### src/rtl/spi_reg_pkg.sv
package spi_reg_pkg;

  // Strobes from the frame control to the datapath, one cycle wide each.
  typedef struct packed {
    logic idle;      // select inactive: clear frame state
    logic sampleBit; // take dinBit into the input shifter
    logic dinBit;    // synchronized serial input bit
    logic cmdDone;   // this sample completes the command byte
    logic commit;    // this sample completes the data word
    logic driveBit;  // advance the output shifter onto dout
  } ctrlStrobe_t;

endpackage

### src/rtl/spi_reg_ctrl.sv
module spi_reg_ctrl
  import spi_reg_pkg::*;
#(
  parameter int SYNC_STAGES = 2,
  parameter int CMD_W       = 8,
  parameter int DATA_W      = 16
) (
  input  logic        clk,
  input  logic        rstN,
  input  logic        sclkIn,
  input  logic        csNIn,
  input  logic        dinIn,
  output ctrlStrobe_t strobe
);

  localparam int FRAME_W = CMD_W + DATA_W;
  localparam int CNT_W   = $clog2(FRAME_W + 1);
  localparam logic [CNT_W-1:0] CMD_LAST   = CNT_W'(CMD_W - 1);
  localparam logic [CNT_W-1:0] FRAME_LAST = CNT_W'(FRAME_W - 1);
  localparam logic [CNT_W-1:0] CMD_CNT    = CNT_W'(CMD_W);
  localparam logic [CNT_W-1:0] FRAME_CNT  = CNT_W'(FRAME_W);

  logic [SYNC_STAGES-1:0] sclkSync, csSync, dinSync;
  logic                   sclkS, csS, dinS, sclkPrev;
  logic [CNT_W-1:0]       bitCnt;
  logic                   riseEvt, fallEvt, frameOpen, dataPhase;

  always_ff @(posedge clk or negedge rstN) begin
    if (!rstN) begin
      sclkSync <= '0;
      csSync   <= '1;
      dinSync  <= '0;
      sclkPrev <= 1'b0;
    end else begin
      sclkSync <= {sclkSync[SYNC_STAGES-2:0], sclkIn};
      csSync   <= {csSync[SYNC_STAGES-2:0], csNIn};
      dinSync  <= {dinSync[SYNC_STAGES-2:0], dinIn};
      sclkPrev <= sclkS;
    end
  end

  assign sclkS = sclkSync[SYNC_STAGES-1];
  assign csS   = csSync[SYNC_STAGES-1];
  assign dinS  = dinSync[SYNC_STAGES-1];

  assign riseEvt   = !csS &&  sclkS && !sclkPrev;
  assign fallEvt   = !csS && !sclkS &&  sclkPrev;
  assign frameOpen = (bitCnt < FRAME_CNT);
  assign dataPhase = (bitCnt >= CMD_CNT) && frameOpen;

  always_ff @(posedge clk or negedge rstN) begin
    if (!rstN) begin
      bitCnt <= '0;
    end else if (csS) begin
      bitCnt <= '0;
    end else if (riseEvt && frameOpen) begin
      bitCnt <= bitCnt + 1'b1;
    end
  end

  always_comb begin
    strobe.idle      = csS;
    strobe.sampleBit = riseEvt && frameOpen;
    strobe.dinBit    = dinS;
    strobe.cmdDone   = riseEvt && (bitCnt == CMD_LAST);
    strobe.commit    = riseEvt && (bitCnt == FRAME_LAST);
    strobe.driveBit  = fallEvt && dataPhase;
  end

  AST_CNT_LIMIT: assert property (@(posedge clk) disable iff (!rstN)
    bitCnt <= FRAME_CNT);

  AST_CNT_STEP: assert property (@(posedge clk) disable iff (!rstN)
    (!$past(csS) && (bitCnt != $past(bitCnt))) |-> (bitCnt == $past(bitCnt) + 1'b1));

endmodule

### src/rtl/spi_reg_dp.sv
module spi_reg_dp
  import spi_reg_pkg::*;
#(
  parameter int NUM_REGS  = 8,
  parameter int DATA_W    = 16,
  parameter int CMD_W     = 8,
  parameter int TEMP_ADDR = 7
) (
  input  logic                       clk,
  input  logic                       rstN,
  input  ctrlStrobe_t                strobe,
  input  logic [DATA_W-1:0]          tempValue,
  output logic                       dout,
  output logic                       doutOe,
  output logic [NUM_REGS*DATA_W-1:0] regBus
);

  localparam int ADDR_W = CMD_W - 1;
  localparam int SHIFT_W = DATA_W - 1;

  logic [SHIFT_W-1:0] shiftIn;
  logic [CMD_W-1:0]   cmdReg;
  logic [CMD_W-1:0]   cmdNext;
  logic               cmdValid;
  logic               rdMode;
  logic [DATA_W-1:0]  outShift;
  logic [DATA_W-1:0]  rdWord;
  logic [DATA_W-1:0]  wrWord;
  logic [DATA_W-1:0]  regQ [NUM_REGS];

  assign cmdNext = {shiftIn[CMD_W-2:0], strobe.dinBit};
  assign wrWord  = {shiftIn, strobe.dinBit};

  // Input shifter: holds the bits seen so far in the frame.
  always_ff @(posedge clk or negedge rstN) begin
    if (!rstN) begin
      shiftIn <= '0;
    end else if (strobe.sampleBit) begin
      shiftIn <= {shiftIn[SHIFT_W-2:0], strobe.dinBit};
    end
  end

  // Command latch and read-mode flag.
  always_ff @(posedge clk or negedge rstN) begin
    if (!rstN) begin
      cmdReg   <= '0;
      cmdValid <= 1'b0;
      rdMode   <= 1'b0;
    end else if (strobe.idle) begin
      cmdValid <= 1'b0;
      rdMode   <= 1'b0;
    end else if (strobe.cmdDone) begin
      cmdReg   <= cmdNext;
      cmdValid <= 1'b1;
      rdMode   <= cmdNext[CMD_W-1];
    end
  end

  // Read mux: unmapped addresses return zero.
  always_comb begin
    rdWord = '0;
    for (int i = 0; i < NUM_REGS; i++) begin
      if (cmdNext[ADDR_W-1:0] == ADDR_W'(i)) rdWord = regQ[i];
    end
  end

  // Output shifter: loaded at end of command, one bit per falling edge.
  always_ff @(posedge clk or negedge rstN) begin
    if (!rstN) begin
      outShift <= '0;
      dout     <= 1'b0;
    end else if (strobe.idle) begin
      outShift <= '0;
      dout     <= 1'b0;
    end else if (strobe.cmdDone) begin
      outShift <= cmdNext[CMD_W-1] ? rdWord : '0;
      dout     <= 1'b0;
    end else if (strobe.driveBit && rdMode) begin
      dout     <= outShift[DATA_W-1];
      outShift <= {outShift[DATA_W-2:0], 1'b0};
    end
  end

  assign doutOe = rdMode;

  // Register bank: one generate slot per address.
  for (genvar g = 0; g < NUM_REGS; g++) begin : gSlot
    if (g == TEMP_ADDR) begin : gTemp
      assign regQ[g] = tempValue;
    end else begin : gRw
      logic wrHit;
      assign wrHit = strobe.commit && cmdValid && !cmdReg[CMD_W-1] &&
                     (cmdReg[ADDR_W-1:0] == ADDR_W'(g));
      always_ff @(posedge clk or negedge rstN) begin
        if (!rstN)      regQ[g] <= '0;
        else if (wrHit) regQ[g] <= wrWord;
      end

      AST_WRITE_GATED: assert property (@(posedge clk) disable iff (!rstN)
        (regQ[g] != $past(regQ[g])) |-> $past(strobe.commit));
    end
    assign regBus[g*DATA_W +: DATA_W] = regQ[g];
  end

  AST_COMMIT_NEEDS_CMD: assert property (@(posedge clk) disable iff (!rstN)
    strobe.commit |-> cmdValid);

  AST_DOUT_IDLE_LOW: assert property (@(posedge clk) disable iff (!rstN)
    strobe.idle |=> (dout == 1'b0));

  AST_OE_READ_ONLY: assert property (@(posedge clk) disable iff (!rstN)
    doutOe |-> cmdReg[CMD_W-1]);

endmodule

### src/rtl/spi_reg_slave.sv
module spi_reg_slave
  import spi_reg_pkg::*;
#(
  parameter int NUM_REGS    = 8,
  parameter int DATA_W      = 16,
  parameter int CMD_W       = 8,
  parameter int TEMP_ADDR   = 7,
  parameter int SYNC_STAGES = 2
) (
  input  logic                       clk,
  input  logic                       rstN,
  input  logic                       sclk,
  input  logic                       csN,
  input  logic                       din,
  input  logic [DATA_W-1:0]          tempValue,
  output logic                       dout,
  output logic                       doutOe,
  output logic [NUM_REGS*DATA_W-1:0] regBus
);

  ctrlStrobe_t strobe;

  spi_reg_ctrl #(
    .SYNC_STAGES(SYNC_STAGES),
    .CMD_W      (CMD_W),
    .DATA_W     (DATA_W)
  ) ctrl_i (
    .clk   (clk),
    .rstN  (rstN),
    .sclkIn(sclk),
    .csNIn (csN),
    .dinIn (din),
    .strobe(strobe)
  );

  spi_reg_dp #(
    .NUM_REGS (NUM_REGS),
    .DATA_W   (DATA_W),
    .CMD_W    (CMD_W),
    .TEMP_ADDR(TEMP_ADDR)
  ) dp_i (
    .clk      (clk),
    .rstN     (rstN),
    .strobe   (strobe),
    .tempValue(tempValue),
    .dout     (dout),
    .doutOe   (doutOe),
    .regBus   (regBus)
  );

endmodule

### config.mk
export PLATFORM = sky130hd
export DESIGN_NAME = spi_reg_slave
export DESIGN_NICKNAME = d
export VERILOG_FILES = /design/src/rtl/spi_reg_pkg.sv /design/src/rtl/spi_reg_ctrl.sv /design/src/rtl/spi_reg_dp.sv /design/src/rtl/spi_reg_slave.sv
export SDC_FILE = /design/constraint.sdc
export NUM_CORES = 1
export LEC_CHECK = 0
export ABC_AREA = 1
export CAP_MARGIN = 20
export CORE_MARGIN = 8
export CORE_UTILIZATION = 51
export CTS_CLUSTER_DIAMETER = 200
export CTS_CLUSTER_SIZE = 12
export DETAILED_ROUTE_END_ITERATION = 10
export GPL_ROUTABILITY_DRIVEN = 0
export PLACE_DENSITY = 0.79
export SLEW_MARGIN = 20
export SYNTH_ARGS = -nofsm -noshare
export SYNTH_HDL_FRONTEND = slang
export SYNTH_SLANG_ARGS = --single-unit
### constraint.sdc
create_clock -name clk -period 2 [get_ports clk]
set_input_delay 0.4 -clock clk [delete_from_list [all_inputs] [get_ports clk]]
set_output_delay 0.4 -clock clk [all_outputs]
set_load 0.05 [all_outputs]
==> results of run 1 <==
registers in the layout, indices dropped and copies added (netlist names):
register         cells
ctrl_i.bitCnt        5
ctrl_i.sclkPrev      1
ctrl_i.csSync        2
dp_i.shiftIn        15
dp_i.cmdReg          8
dp_i.regBus        112
dp_i.cmdValid        1
ctrl_i.sclkSync      2
dp_i.outShift       16
dp_i.doutOe          1
dp_i.dout            1
ctrl_i.dinSync       2
critical path, cell delays in order, from the launching register on:
cell,delay [ps]
dfstp_2,410
inv_2,120
nand2_1,70
nor2_2,100
inv_2,60
nor2_4,120
nand2_2,90
nor2_4,140
nand3_4,110
nor2_8,150
buf_12,160
mux2i_1,210
inv_1,70
metrics by stage:
step	hold WS (ps)	setup TNS (ps)	power [mW]	util (%)	setup slack, ps
2_1_floorplan	104	0	4.03	-	214
3_3_place_gp	334	-1230	4.50	63.4	-108
3_5_place_dp	336	-1690	4.52	63.4	-155
4_1_cts	351	0	8.01	67.6	23.9
5_1_grt	360	-65.0	8.31	68.3	-25.3
6_report	349	0	8.07	68.3	62.0
repair_timing:
| item | in CTS | in global routing |
|---|---|---|
| hold buffers | 1 | 0 |
| hold endpoints to repair | 43 | 0 |
| cloned | 0 | 1 |
| gates resized for setup | 22 | 15 |
| setup buffers | 0 | 4 |
| pin swaps | 0 | 9 |
| setup endpoints to repair | 33 | 38 |
final timing paths:
path                                    startpoint            endpoint  slack (ps)  depth (start not counted)
max in group asynchronous                     rstN    ctrl_i.csSync[0]         880                          3
worst max-delay path              ctrl_i.csSync[1]     dp_i.regBus[28]          60                         12
worst min register to register  ctrl_i.sclkSync[0]  ctrl_i.sclkSync[1]         350                          0
min in group asynchronous                     rstN     dp_i.regBus[64]         490                          2
worst max register to register    ctrl_i.csSync[1]     dp_i.regBus[28]          60                         12
worst min-delay path            ctrl_i.sclkSync[0]  ctrl_i.sclkSync[1]         350                          0
cell families after synthesis:
kind of cell	count (synthesis)	share of synthesized area [%]
AOI/OAI and AO/OA	115	7.47
DFF	166	53.3
muxes	48	6.16
adders and majority gates	2	0.321
and+or+nand+nor	418	23.7
buffers and inverters	158	9.07
final cells by class:
| type | instances | area (um2) |
|---|---|---|
| sequential | 166 | 4160 |
| multi-input combinational | 583 | 3000 |
| inverter | 108 | 408 |
| clock buffer | 21 | 460 |
| clock inverter | 11 | 171 |
| fill | 1174 | 4780 |
| timing repair buffer | 202 | 1890 |
| tap | 188 | 235 |
power by group through the flow:
| stage | Sequential (mW) | Combinational (mW) | Clock (mW) |
|---|---|---|---|
| CTS | 3.47 | 1.00 | 3.53 |
| floorplan | 3.53 | 0.499 | 0 |
| detailed placement | 3.53 | 0.988 | 0 |
| global route | 3.48 | 1.13 | 3.70 |
| finish | 3.48 | 1.06 | 3.53 |
| global placement | 3.53 | 0.974 | 0 |
cells in the final DEF (no fill, tap or decap), types with 2 or more instances in the layout:
master	count
a21oi_1	18
buf_12	22
buf_4	140
bufinv_16	4
clkbuf_1	2
clkbuf_16	18
clkbuf_8	2
clkdlybuf4s50_1	19
clkinv_2	2
clkinv_4	2
clkinvlp_4	2
dfrtp_1	164
dfstp_2	2
dlygate4sd2_1	18
inv_1	91
inv_2	16
mux2i_1	47
nand2_1	260
nand2_2	6
nand2_4	3
nand3_1	37
nand3_4	3
nand4_1	16
nor2_1	65
nor2_2	7
nor2_4	8
nor3_1	3
nor3_2	2
nor3_4	3
nor4_1	2
o21ai_0	58
o21ai_1	37
routing by layer:
| metal | global-route usage, % | vias to the layer above | wire length (um) |
|---|---|---|---|
| met5 | 0 | - | 0 |
| met4 | 10.2 | 0 | 762 |
| met3 | 5.20 | 55 | 1460 |
| met2 | 41.2 | 280 | 11700 |
| met1 | 29.8 | 3379 | 9630 |
| li1 | - | 3216 | - |
==> impl_results.md, run 1 <==
* Number of nets with antenna violations after routing at 0
* Final wirelength at 23,600 um
* Initial antenna violation count at 0
* Psw at 2.11 mW
* #FFs+latches synth at 166
* Post-synthesis cell type count at 33
* Top cells by count, synth: nand2_1 (263), dfrtp_1 (164), inv_1 (93)
* Placed cell area at 0.00957 mm2
* Startpoint Class: flop
* Cell area power density at 782 mW/mm2
* Min Tclk post-route at 1940 ps
* Count leader, synth: nand2_1
* Yosys top cell area share at 52.6%
* Worst relative slew slack at 66.7%
* Layout Cells excl Fill at 1,279
* GRT Total Usage at 24.4%
* CTS tree: built
* Die Area at 0.0195 mm2
* Mapped Cells at 907
* Critical Path RT at 2310 ps
* Core box area at 0.0151 mm2
* Drt via density at 5.42
* Reg power frac at 43.1%
* Switch share at 26.1%
* Post-synthesis sequential area ratio at 53.3%
* Final max-slew violation count at 0
* Outcome: finished clean
* Finish-stage setup viols at 0
* DRC viols at 0
* Die height at 140 um
* Syn nets at 930
* Type of destination of the critical path: flop
* Reg clk slew, reported paths at 60 ps
* Synth async-reset ratio at 100%
* Placed cell count at 1,241
* Worst-Skew Late Latency at 430 ps
* Die width at 140 um
* Largest net degree at the start of global routing at 47
* Worst vdd ir at 0.538 mV
* CTS max path bufs at 2
* Dominant synthesized flop cell: dfrtp_1
* Layout net count at 1,101
* Max-capacitance violation count at 0
* Synth top area cells: dfrtp_1 (53%), nand2_1 (13%), mux2i_1 (6.2%)
* Ys Warns at 0
* Fraction of layout cells with a size suffix above 1 at 22.8%
* Crit share post-route at 96.9%
* Mapped Area at 0.00780 mm2
* IO Port Bufs at 150
* Hold Vio Cnt, Final at 0
* Final non-filler cell area at 0.0103 mm2
* Comb pwr share at 13.2%
* Synthesized area per cell at 8.61 um2
* Int Power at 5.96 mW
* Clk root buf: clkbuf_16
* Worst slew pin tran at 502 ps
* CTS HTree Levels at 4
* DRT iter0 DRCs at 581
* EDFF count, synth at 0
* Initial core utilization at 51.7%
* Worst min path class: flop to flop
* Max FO, Critical Path at 8
* Antenna Cells at 0
* Leak at 5.64 nW
* Drt wl/cell at 18.4 um
* Crit path DAT at 2250 ps
* Vias in the first global route at 6,936
* Pre-Repair DR Iteration Count at 6
* Syn-to-layout area delta at 32.1%
* Post-synth top area cell: dfrtp_1
* Num rows at 45
* CTS buffer count at 17
* Max Freq at 0.516 GHz
* Vias at 6,930
* CTS Sinks at 166
* Clock share of power at 43.7%
* Crit path kind: flop to flop
* RSZ-0062 raised after global routing: true
* First-pass GRT wire length at 37,600 um
* Grt ovf at 0
* Dpl hpwl at 17,000 um
* Final Skew at 11.4 ps
* Ports at 151
Note: power is estimated with default switching activity, not from simulation.
==> run 2, diff against run 1 <==
--- a/config.mk
+++ b/config.mk
@@ -9,7 +9,7 @@
 export CAP_MARGIN = 20
 export CORE_MARGIN = 8
 export CORE_UTILIZATION = 51
-export CTS_CLUSTER_DIAMETER = 200
+export CTS_CLUSTER_DIAMETER = 50
 export CTS_CLUSTER_SIZE = 12
 export DETAILED_ROUTE_END_ITERATION = 10
 export GPL_ROUTABILITY_DRIVEN = 0
==> results of run 2 <==
Final layout, timing and power as in run 1 (identical DEF).
==> run 3, diff against run 2 <==
--- a/config.mk
+++ b/config.mk
@@ -13,6 +13,7 @@
 export CTS_CLUSTER_SIZE = 12
 export DETAILED_ROUTE_END_ITERATION = 10
 export GPL_ROUTABILITY_DRIVEN = 0
+export GPL_TIMING_DRIVEN = 0
 export PLACE_DENSITY = 0.79
 export SLEW_MARGIN = 20
 export SYNTH_ARGS = -nofsm -noshare
==> run 3 against run 2 <==
  * Cell area grew 1.3%
  * Setup slack worse by 38 ps
  * First-iteration DRC count down 1.7%
  * Utilization grew 0.90 points
  * Combinational power down 5%
==> impl_results.md, run 3 (synthesis results as in run 1) <==
* Crit path cell chain: nor2_4 > nand4_1 > nor2_2 > buf_4 > nand2_1 > nand3_1 > nor2_1 > nand4_1 > nand2_1 > nand2_1 > nand2_1 > nand2_1
* Initial antenna violation count at 0 (unchanged)
* Min Tclk post-route at 1980 ps (+38.1 ps)
* CTS HTree Levels at 4 (unchanged)
* Layout Cells excl Fill at 1,305 (+2.0%)
* First-pass GRT wire length at 36,900 um (-1.7%)
* Worst r2r src: dp_i.shiftIn[3]
* Reg power frac at 44.5% (+1.4 points)
* Type of destination of the critical path: flop
* Max Freq at 0.506 GHz (-1.9%)
* Placed cell count at 1,247 (+0.48%)
* Number of nets with antenna violations after routing at 0 (unchanged)
* Clock share of power at 42.7% (-1.0 points)
* Max FFs per register at 112 (unchanged)
* Reg area at 0.00416 mm2 (+0.18%)
* Reg2reg path depth at 12 (unchanged)
* CTS tree: built
* Clk root buf: clkbuf_16
* Crit share post-route at 98.8% (+1.9 points)
* Die width at 140 um (unchanged)
* CP Buf/Inv Count at 1 (-3)
* Int Power at 5.76 mW (-3.4%)
* Hold_sp: ctrl_i.sclkSync[0]
* Drt via density at 5.40 (-0.32%)
* Final wirelength at 24,100 um (+2.0%)
* DRC viols at 0 (unchanged)
* Pre-Repair DR Iteration Count at 5 (-1)
* Grt ovf at 0 (unchanged)
* Hold Vio Cnt, Final at 0 (unchanged)
* Dpl hpwl at 17,200 um (+0.91%)
* Finish-stage setup viols at 0 (unchanged)
* Startpoint Class: flop
* Fill cells at 1,228 (+4.6%)
* Worst relative slew slack at 62.0% (-4.7 points)
* Antenna Cells at 0 (unchanged)
* Ports at 151 (unchanged)
* Most frequent CP cell: nand2_1
* DRT iter0 DRCs at 571 (-1.7%)
* Die height at 140 um (unchanged)
* Vias at 7,048 (+1.7%)
* Reg clk slew, reported paths at 60 ps (about the same)
* Fraction of layout cells with a size suffix above 1 at 15.2% (-7.6 points)
* Family with the most delay on the worst path: simple AND/OR/NAND/NOR gates
* Num rows at 45 (unchanged)
* Outcome: finished clean
* Comb pwr share at 12.9% (-0.3 points)
* Worst slew pin tran at 573 ps (+70.9 ps)
* Critical Path RT at 2370 ps (+60 ps)
* Most frequent cells in the layout: nand2_1 (259), dfrtp_1 (158), dlygate4sd2_1 (130)
* Worst-Skew Late Latency at 440 ps (about the same)
* Worst min path class: flop to flop
* IO Port Bufs at 150 (unchanged)
* Reg-to-Reg End: dp_i.outShift[1]
* Most common cell after layout, fill and taps aside: nand2_1
* Crit path kind: flop to flop
* Switch share at 26.9% (+0.75 points)
* Slowest CP cell: dfrtp_2
* Drt wl/cell at 18.4 um (about the same)
* Vias in the first global route at 6,813 (-1.8%)
* CTS Sinks at 166 (unchanged)
* Cell area power density at 754 mW/mm2 (-3.6%)
* Layout net count at 1,127 (+2.4%)
* Area of the multi-input gates at 0.00302 mm2 (+0.67%)
* Final max-slew violation count at 0 (unchanged)
* Final Skew at 11.9 ps (+0.492 ps)
* Psw at 2.12 mW (+0.44%)
* GRT Total Usage at 24.2% (-0.17 points)
* CTS max path bufs at 2 (unchanged)
* Die Area at 0.0195 mm2 (unchanged)
* Max-capacitance violation count at 0 (unchanged)
* FF-to-FF setup slack at 20 ps (-40 ps)
* Max FO, Critical Path at 10 (+2)
* Syn-to-layout area delta at 33.9%
* Crit path DAT at 2350 ps (+100 ps)
* RSZ-0062 raised after global routing: true
* Hold Path Depth at 0 (unchanged)
* Total power at 7.88 mW (-2.4%)
* Crit path largest cell delay at 450 ps (+40 ps)
* Core box area at 0.0151 mm2 (unchanged)
* Hold EP: ctrl_i.sclkSync[1]
* CTS buffer count at 17 (unchanged)
* Leak at 5.96 nW (+5.7%)
* Worst vdd ir at 0.698 mV (+30%)
* Initial core utilization at 51.7% (unchanged)
* Largest net degree at the start of global routing at 65 (+38%)
==> run 3: cell types whose count changed in the layout (fill, tap and decap cells not counted), moves of 6 or more <==
cell,previous run,this run
buf_12,22,1
dfrtp_1,164,158
buf_4,140,45
dfrtp_2,0,6
dlygate4sd2_1,18,130
buf_6,1,8
clkbuf_2,0,7
==> run 3: worst max path at each step <==
stage                           from                to  slack, ps  depth (start not counted)
floorplan           ctrl_i.bitCnt[0]   dp_i.regBus[27]        210                         12
global placement                rstN   dp_i.regBus[42]      -6110                          1
detailed placement      tempValue[8]       regBus[120]       -200                          3
CTS                 ctrl_i.bitCnt[0]  dp_i.outShift[1]          2                         14
global route         dp_i.shiftIn[4]  dp_i.outShift[1]        -80                         12
finish               dp_i.shiftIn[3]  dp_i.outShift[1]         20                         12
==> run 3: worst reg2reg max path, delay by kind of cell (launching register included) <==
| family | cells | cell delay (ps) |
|---|---|---|
| buffers and inverters | 1 | 230 |
| DFF | 1 | 450 |
| and+or+nand+nor | 11 | 1220 |
==> run 3: what timing repair did <==
item | CTS | global route
cloned | 0 | 3
buffers inserted | 3 | 19
endpoints found under the setup margin | 206 | 136
endpoints found under the hold margin | 49 | 0
hold buffers | 1 | 0
resized for setup | 151 | 73
pin swaps | 2 | 14
==> run 3: final cells by class <==
| type | instances | area share (%) |
|---|---|---|
| clock buffer | 22 | 4.35 |
| tap | 188 | 2.25 |
| sequential | 166 | 39.9 |
| clock inverter | 10 | 1.40 |
| timing repair buffer | 178 | 15.5 |
| multi-input combinational | 583 | 28.9 |
| inverter | 108 | 4.14 |
| buffer | 50 | 3.65 |
==> run 3: through the flow <==
stage               util [%]  hold WS [ps]  TNS (ps)  setup WS [ps]  cell area (um2)
global route            69.2           361      -372          -75.0            10400
global placement        63.2           334  -1011980          -6110             9540
finish                  69.2           350         0           23.9            10400
CTS                     67.0           350         0           1.54            10100
floorplan                  -           104         0            214             7800
detailed placement      63.6           326     -4520           -200             9600
==> run 3: per-layer routing <==
| layer | vias to the layer above | global-route usage (%) | routed length (um) |
|---|---|---|---|
| li1 | 3269 | - | - |
| met4 | 0 | 11.2 | 935 |
| met5 | - | 0 | 0 |
| met2 | 303 | 38.3 | 11400 |
| met3 | 71 | 6.50 | 1810 |
| met1 | 3405 | 30.5 | 9890 |
==> run 3: power groups by stage <==
| stage | Sequential [mW] | Clock (mW) | Combinational, mW |
|---|---|---|---|
| final | 3.50 | 3.36 | 1.01 |
| after global placement | 3.56 | 0 | 0.791 |
| after floorplan | 3.53 | 0 | 0.499 |
| after global routing | 3.51 | 3.54 | 1.09 |
| after CTS | 3.50 | 3.37 | 0.834 |
| after detailed placement | 3.56 | 0 | 0.820 |
